`src/rtl/ser_tx_pkg.sv`:
```
package ser_tx_pkg;
  typedef enum logic [2:0] {PH_IDLE, PH_START, PH_DATA, PH_PAR, PH_STOP} tx_phase_e;

  // Parity over one frame's data: even is the XOR reduction, odd inverts it
  function automatic logic frame_parity(input logic [7:0] d, input logic odd);
    return (^d) ^ odd;
  endfunction
endpackage

```
`src/rtl/ser_tx_flags.sv`:
```
module ser_tx_flags #(
  parameter int W = 8
) (
  input  logic         clk,
  input  logic         rst_n,
  input  logic         wr_en,
  input  logic [W-1:0] wr_data,
  input  logic         load_evt,
  input  logic         end_evt,
  output logic [W-1:0] hold_q,
  output logic         empty_q,
  output logic         done_q
);
  always_ff @(posedge clk or negedge rst_n) begin
    if (!rst_n) begin
      hold_q  <= '0;
      empty_q <= 1'b1;
      done_q  <= 1'b1;
    end else begin
      if (wr_en) begin
        hold_q  <= wr_data;
        empty_q <= 1'b0;
        done_q  <= 1'b0;
      end else begin
        if (load_evt) empty_q <= 1'b1;
        if (end_evt)  done_q  <= 1'b1;
      end
    end
  end

  AST_WR_CLEARS_FLAGS: assert property (@(posedge clk) disable iff (!rst_n)
    wr_en |=> (!empty_q && !done_q));
  AST_LOAD_SETS_EMPTY: assert property (@(posedge clk) disable iff (!rst_n)
    (load_evt && !wr_en) |=> empty_q);
  AST_LOAD_NEEDS_DATA: assert property (@(posedge clk) disable iff (!rst_n)
    load_evt |-> !empty_q);
  AST_END_ONLY_WHEN_EMPTY: assert property (@(posedge clk) disable iff (!rst_n)
    end_evt |-> empty_q);
endmodule

```
`src/rtl/ser_tx_seq.sv`:
```
module ser_tx_seq
  import ser_tx_pkg::*;
#(
  parameter int W   = 8,
  parameter int OSR = 16
) (
  input  logic         clk,
  input  logic         rst_n,
  input  logic         os_tick,
  input  logic [W-1:0] hold_q,
  input  logic         empty_q,
  input  logic         par_en,
  input  logic         par_odd,
  output logic         load_evt,
  output logic         end_evt,
  output logic         tx_line
);
  localparam int CW = (OSR > 1) ? $clog2(OSR) : 1;
  localparam int IW = (W > 1) ? $clog2(W) : 1;
  localparam logic [CW-1:0] TLAST = CW'(OSR - 1);
  localparam logic [IW-1:0] ILAST = IW'(W - 1);

  tx_phase_e     ph_q;
  logic [CW-1:0] tick_q;
  logic [IW-1:0] idx_q;
  logic [W-1:0]  sh_q;
  logic          cfg_par_q, cfg_odd_q, pend_q;

  // Named internal events
  logic bit_end, stop_entry, idle_load;
  assign bit_end    = (ph_q != PH_IDLE) && os_tick && (tick_q == TLAST);
  assign stop_entry = bit_end && ((ph_q == PH_PAR) ||
                      (ph_q == PH_DATA && idx_q == ILAST && !cfg_par_q));
  assign idle_load  = (ph_q == PH_IDLE) && !empty_q;
  assign load_evt   = idle_load || (stop_entry && !empty_q);
  assign end_evt    = stop_entry && empty_q;

  always_ff @(posedge clk or negedge rst_n) begin
    if (!rst_n) begin
      ph_q      <= PH_IDLE;
      tick_q    <= '0;
      idx_q     <= '0;
      sh_q      <= '0;
      cfg_par_q <= 1'b0;
      cfg_odd_q <= 1'b0;
      pend_q    <= 1'b0;
    end else begin
      if (load_evt) begin
        sh_q      <= hold_q;
        cfg_par_q <= par_en;
        cfg_odd_q <= par_odd;
      end
      if (ph_q == PH_IDLE) begin
        if (idle_load) begin
          ph_q   <= PH_START;
          tick_q <= '0;
        end
      end else if (os_tick) begin
        tick_q <= (tick_q == TLAST) ? '0 : tick_q + 1'b1;
      end
      if (stop_entry) pend_q <= !empty_q;
      if (bit_end) begin
        unique case (ph_q)
          PH_START: begin
            ph_q  <= PH_DATA;
            idx_q <= '0;
          end
          PH_DATA: begin
            if (idx_q == ILAST) ph_q <= cfg_par_q ? PH_PAR : PH_STOP;
            else                idx_q <= idx_q + 1'b1;
          end
          PH_PAR:  ph_q <= PH_STOP;
          PH_STOP: ph_q <= pend_q ? PH_START : PH_IDLE;
          default: ph_q <= PH_IDLE;
        endcase
      end
    end
  end

  always_comb begin
    unique case (ph_q)
      PH_START: tx_line = 1'b0;
      PH_DATA:  tx_line = sh_q[idx_q];
      PH_PAR:   tx_line = frame_parity(sh_q, cfg_odd_q);
      default:  tx_line = 1'b1;
    endcase
  end

  AST_START_AFTER_IDLE_LOAD: assert property (@(posedge clk) disable iff (!rst_n)
    idle_load |=> !tx_line);
  AST_LINE_HOLDS_IN_BIT: assert property (@(posedge clk) disable iff (!rst_n)
    (!bit_end && !idle_load) |=> $stable(tx_line));
  AST_STOP_IS_HIGH: assert property (@(posedge clk) disable iff (!rst_n)
    stop_entry |=> tx_line);
endmodule

```
`src/rtl/ser_tx_top.sv`:
```
module ser_tx_top #(
  parameter int W   = 8,
  parameter int OSR = 16
) (
  input  logic         clk,
  input  logic         rst_n,
  input  logic         os_tick,
  input  logic         wr_en,
  input  logic [W-1:0] wr_data,
  input  logic         par_en,
  input  logic         par_odd,
  input  logic         empty_ie,
  input  logic         done_ie,
  output logic         tx_line,
  output logic         hold_empty,
  output logic         tx_done,
  output logic         irq_empty,
  output logic         irq_done
);
  logic [W-1:0] hold_q;
  logic         load_evt, end_evt;

  ser_tx_flags #(.W(W)) flags_i (
    .clk(clk), .rst_n(rst_n), .wr_en(wr_en), .wr_data(wr_data),
    .load_evt(load_evt), .end_evt(end_evt),
    .hold_q(hold_q), .empty_q(hold_empty), .done_q(tx_done)
  );

  ser_tx_seq #(.W(W), .OSR(OSR)) seq_i (
    .clk(clk), .rst_n(rst_n), .os_tick(os_tick), .hold_q(hold_q),
    .empty_q(hold_empty), .par_en(par_en), .par_odd(par_odd),
    .load_evt(load_evt), .end_evt(end_evt), .tx_line(tx_line)
  );

  assign irq_empty = hold_empty & empty_ie;
  assign irq_done  = tx_done & done_ie;

  AST_IRQ_EMPTY_GATED: assert property (@(posedge clk) disable iff (!rst_n)
    irq_empty |-> (hold_empty && empty_ie));
  AST_IRQ_DONE_GATED: assert property (@(posedge clk) disable iff (!rst_n)
    irq_done |-> (tx_done && done_ie));
endmodule

```
`config.mk`:
```
export PLATFORM = sky130hd
export DESIGN_NAME = ser_tx_top
export DESIGN_NICKNAME = d
export VERILOG_FILES = /design/src/rtl/ser_tx_pkg.sv /design/src/rtl/ser_tx_flags.sv /design/src/rtl/ser_tx_seq.sv /design/src/rtl/ser_tx_top.sv
export SDC_FILE = /design/constraint.sdc
export NUM_CORES = 1
export LEC_CHECK = 0
export BUFFER_PORTS_ARGS = -buffer_cell sky130_fd_sc_hd__buf_2
export CAP_MARGIN = 10
export CORE_MARGIN = 5
export CORE_UTILIZATION = 45
export DETAILED_ROUTE_END_ITERATION = 6
export GPL_TIMING_DRIVEN = 0
export SLEW_MARGIN = 20
export SYNTH_ARGS = -nofsm -noshare
export SYNTH_HDL_FRONTEND = slang
export SYNTH_HIERARCHICAL = 1
export SYNTH_SLANG_ARGS = --single-unit
export TNS_END_PERCENT = 5
```
`constraint.sdc`:
```
create_clock -name clk -period 2.75 [get_ports clk]
set_clock_uncertainty 0.15 [all_clocks]
set_input_delay 0.275 -clock clk [delete_from_list [all_inputs] [get_ports clk]]
set_output_delay 0.275 -clock clk [all_outputs]
set_load 0.005 [all_outputs]
```
==> qor.yml <==
global_route:
  track_usage_pct: 13.2
  grt_pass1_vias: 1090
  grt_start_max_net_pins: 32
  antenna_found_initial: 0
  grt_overflow: 0
  grt_pass1_wl_mm: 5.11
clock_network:
  cts_max_path_buffers: 2
  cts_made_buffers: 5
  post_cts_buffers: 0
  cts_resized: 0
  cts_tree: "yes"
  cts.clk_slew.worst_paths_ns: 0.06
  cts_sinks: 31
  clkLatencyLatePin_ns: 0.28
  cts-root-buf: "clkbuf_8"
  h-tree-depth: 2
critical_path:
  crit_required_ns: 2.76
  cp_top_family: "compound AO/OA/AOI/OAI gates"
  critical_path_buf_inv_count: 1
  path_cells: "ha_1 -> ha_1 -> nand2b_2 -> a2111oi_4 -> o21ba_4 -> buf_12 -> mux2_4"
  worstSetupStartpoint: "seq_i/idx_q[0]"
  cp_common_cell: "ha_1"
  slowest_delay_ns: 0.50
  startpoint_type: "flop"
  cp_slowest_cell: "a2111oi_4"
  end_kind: "flop"
  worstReg2RegStart: "seq_i/idx_q[0]"
  path_class: "flop to flop"
  arrival_ns: 2.36
  cp_max_fo: 10
layout:
  multi_input_area_um2: 845
  n_antenna_cell: 0
  drive_gt1_share_pct: 40.3
  areaGrowthSynthToFinish_pct: 15.3
  fillers: 324
  regArea_um2: 778
  utilization_pct: 53.2
  layout.nets: 172
hold_path:
  hold_path_class: "input pin to flop"
  hold_path_startpoint: "wr_data[2]"
floorplanning:
  initial_utilization_pct: 46.1
  die-area_um2: 5050
  io-pin-count: 21
  fp.dieH_um: 71.0
  fp.coreArea_um2: 3630
  die_w_um: 71.0
  fp-row-count: 22
run_status:
  status: "complete, no violations"
power:
  power_mw: 1.62
  leakagePower_nw: 0.892
  ir_worst_vdd_v: 0.000509
  power_density_nw_per_um2: 836
synthesis:
  syn_nets: 145
  synthDistinctLibCells: 44
  syn_avg_cell_area_um2: 13.3
  ys_ff_latch: 31
  yosys_warnings: 6
  yosysSeqAreaShare_pct: 46.4
  syn-instance-count: 126
  syn-cell-area_um2: 1680
detailed_routing:
  drc: 0
  wl_mm: 3.08
  detail-route-antenna-nets: 0
  num_vias: 1112
  drt_iter0_drc: 109
  viasPerCell: 5.50
  first_pass_iters: 4
  wl_per_cell_um: 15.3
timing:
  slew_viol_final: 0
  fin_ws_ns: 0.408
  max_freq_mhz: 427
  setup_viol: 0
  fin_crit_sh_pct: 85.2
  hold_viol_final: 0
  finalCriticalPeriod_ns: 2.34
  rsz0062_at_grt: "no"
  relSlewSlack_pct: 54.0
  tightestPinTransition_ns: 0.690
  holdWs_ns: 0.0704
  tns_ns: 0
placed_design:
  io_buffers: 19
  hpwlAfterDp_mm: 2.28
  place_congestion: 0.840
  dp_slack_ns: 0.391
job:
  cap_violations: 0
[final timing paths]
kind / endpoint / slack (ns) / cells past startpoint
max: seq_i/sh_q[5] / 0.41 / 7
min in group asynchronous: seq_i/tick_q[1] / 0.43 / 2
min: flags_i/hold_q[2] / 0.07 / 2
min reg2reg: seq_i/sh_q[7] / 0.36 / 1
max in group asynchronous: flags_i/hold_q[0] / 1.57 / 2
max reg2reg: seq_i/sh_q[5] / 0.41 / 7
[flip-flops by register name, summed over array words and instances, names as in the netlist]
| register | count |
|---|---|
| seq_i/tick_q | 4 |
| flags_i/hold_q | 8 |
| seq_i/sh_q | 8 |
| seq_i/cfg_odd_q | 1 |
| seq_i/pend_q | 1 |
| seq_i/idx_q | 3 |
| seq_i/ph_q | 3 |
| flags_i/empty_q | 1 |
| seq_i/cfg_par_q | 1 |
| flags_i/done_q | 1 |
[metrics by stage]
step / area, µm² / std cells
2_1_floorplan: 1680 / 126
3_3_place_gp: 1830 / 193
3_5_place_dp: 1830 / 193
4_1_cts: 1930 / 202
5_1_grt: 1930 / 202
6_report: 1930 / 202
[cell type report]
class                      count  area share (%)
sequential                    31            40.3
clock buffer                   7            4.47
buffer                         5            2.20
tap                           48            3.11
inverter                       3           0.583
timing repair buffer          20            5.44
multi-input combinational     87            43.7
clock inverter                 1           0.259
[report_power, final]
part | internal (mW) | switching, mW | total [mW]
Sequential | 0.573 | 0.124 | 0.698
Clock | 0.201 | 0.155 | 0.356
Combinational | 0.345 | 0.218 | 0.563
Total | 1.12 | 0.497 | 1.62
[per-layer routing]
layer	vias up	share of wire (%)	track usage [%]
li1	519	-	-
met1	544	45	17.0
met2	44	47	19.9
met3	5	6.1	4.83
met4	0	1.7	5.64
met5	-	0	0
[cells by family (layout without fill, tap and decap cells)]
family	Yosys count	count (layout)	synth area share, %
adder cells (fa/ha/maj)	3	3	2.24
XOR/XNOR	6	6	3.96
AO/OA/AOI/OAI	22	22	11.3
AND/OR/NAND/NOR	30	30	10.5
buffers and inverters	8	36	3.21
multiplexers	26	26	22.3
flip-flops	31	31	46.4
[layout by cell type (no fill, tap or decap), types with 2 or more instances in the layout]
cell / instances
mux2_4: 17
clkbuf_8: 6
buf_2: 19
o21ba_2: 2
o31ai_1: 2
ha_1: 3
mux4_2: 2
and2_1: 2
nand2_1: 7
o21ai_0: 4
dfrtp_1: 29
nor4b_1: 2
a22o_1: 3
mux2_2: 3
clkbuf_1: 4
inv_1: 3
dfstp_2: 2
xnor2_1: 4
and3_1: 2
a21oi_1: 2
nor3_1: 2
nor2_1: 5
mux2i_1: 4
[cells in the mapped netlist, drive strengths merged]
cell     count  share of area [%]
nand4b       1               0.52
nor3         2               0.60
buf          2                1.9
o22ai        1               0.37
a2111oi      1                1.6
o21ai        4                1.2
nor2         5                1.1
nand4        2                1.1
a22o         3                1.6
a211oi       1               0.45
inv          3               0.67
or3          1               0.45
mux2        20                 17
nor3b        1               0.45
o21ba        3                2.2
xor2         1               0.52
o31a         1               0.60
a21o         1               0.52
ha           3                2.2
dfrtp       29                 43
and2         3                1.2
nand2b       2               0.90
and4         1               0.52
a21oi        2               0.60
mux4         2                2.7
nor4b        2                1.0
a22oi        1               0.45
clkbuf       3               0.67
and3         2               0.75
xnor2        4                2.1
nand2        7                1.6
o31ai        2               0.90
xnor3        1                1.3
nand3        1               0.30
mux2i        4                2.4
dfstp        2                3.1
o211ai       1               0.45
o21bai       1               0.45
[what timing repair did]
action | in CTS | in global routing
hold buffers | 1 | 0
setup endpoints to repair | 0 | 0
hold endpoints to repair | 29 | 0
[worst register-to-register path: cells and delay by family (launching register included)]
kind	cells	cell delay [ns]
compound gates	2	0.72
mux	1	0.31
simple gates	1	0.11
flops	1	0.42
buf+inv	1	0.15
fa+ha+maj	2	0.38
Note: power is estimated with default switching activity, not from simulation.
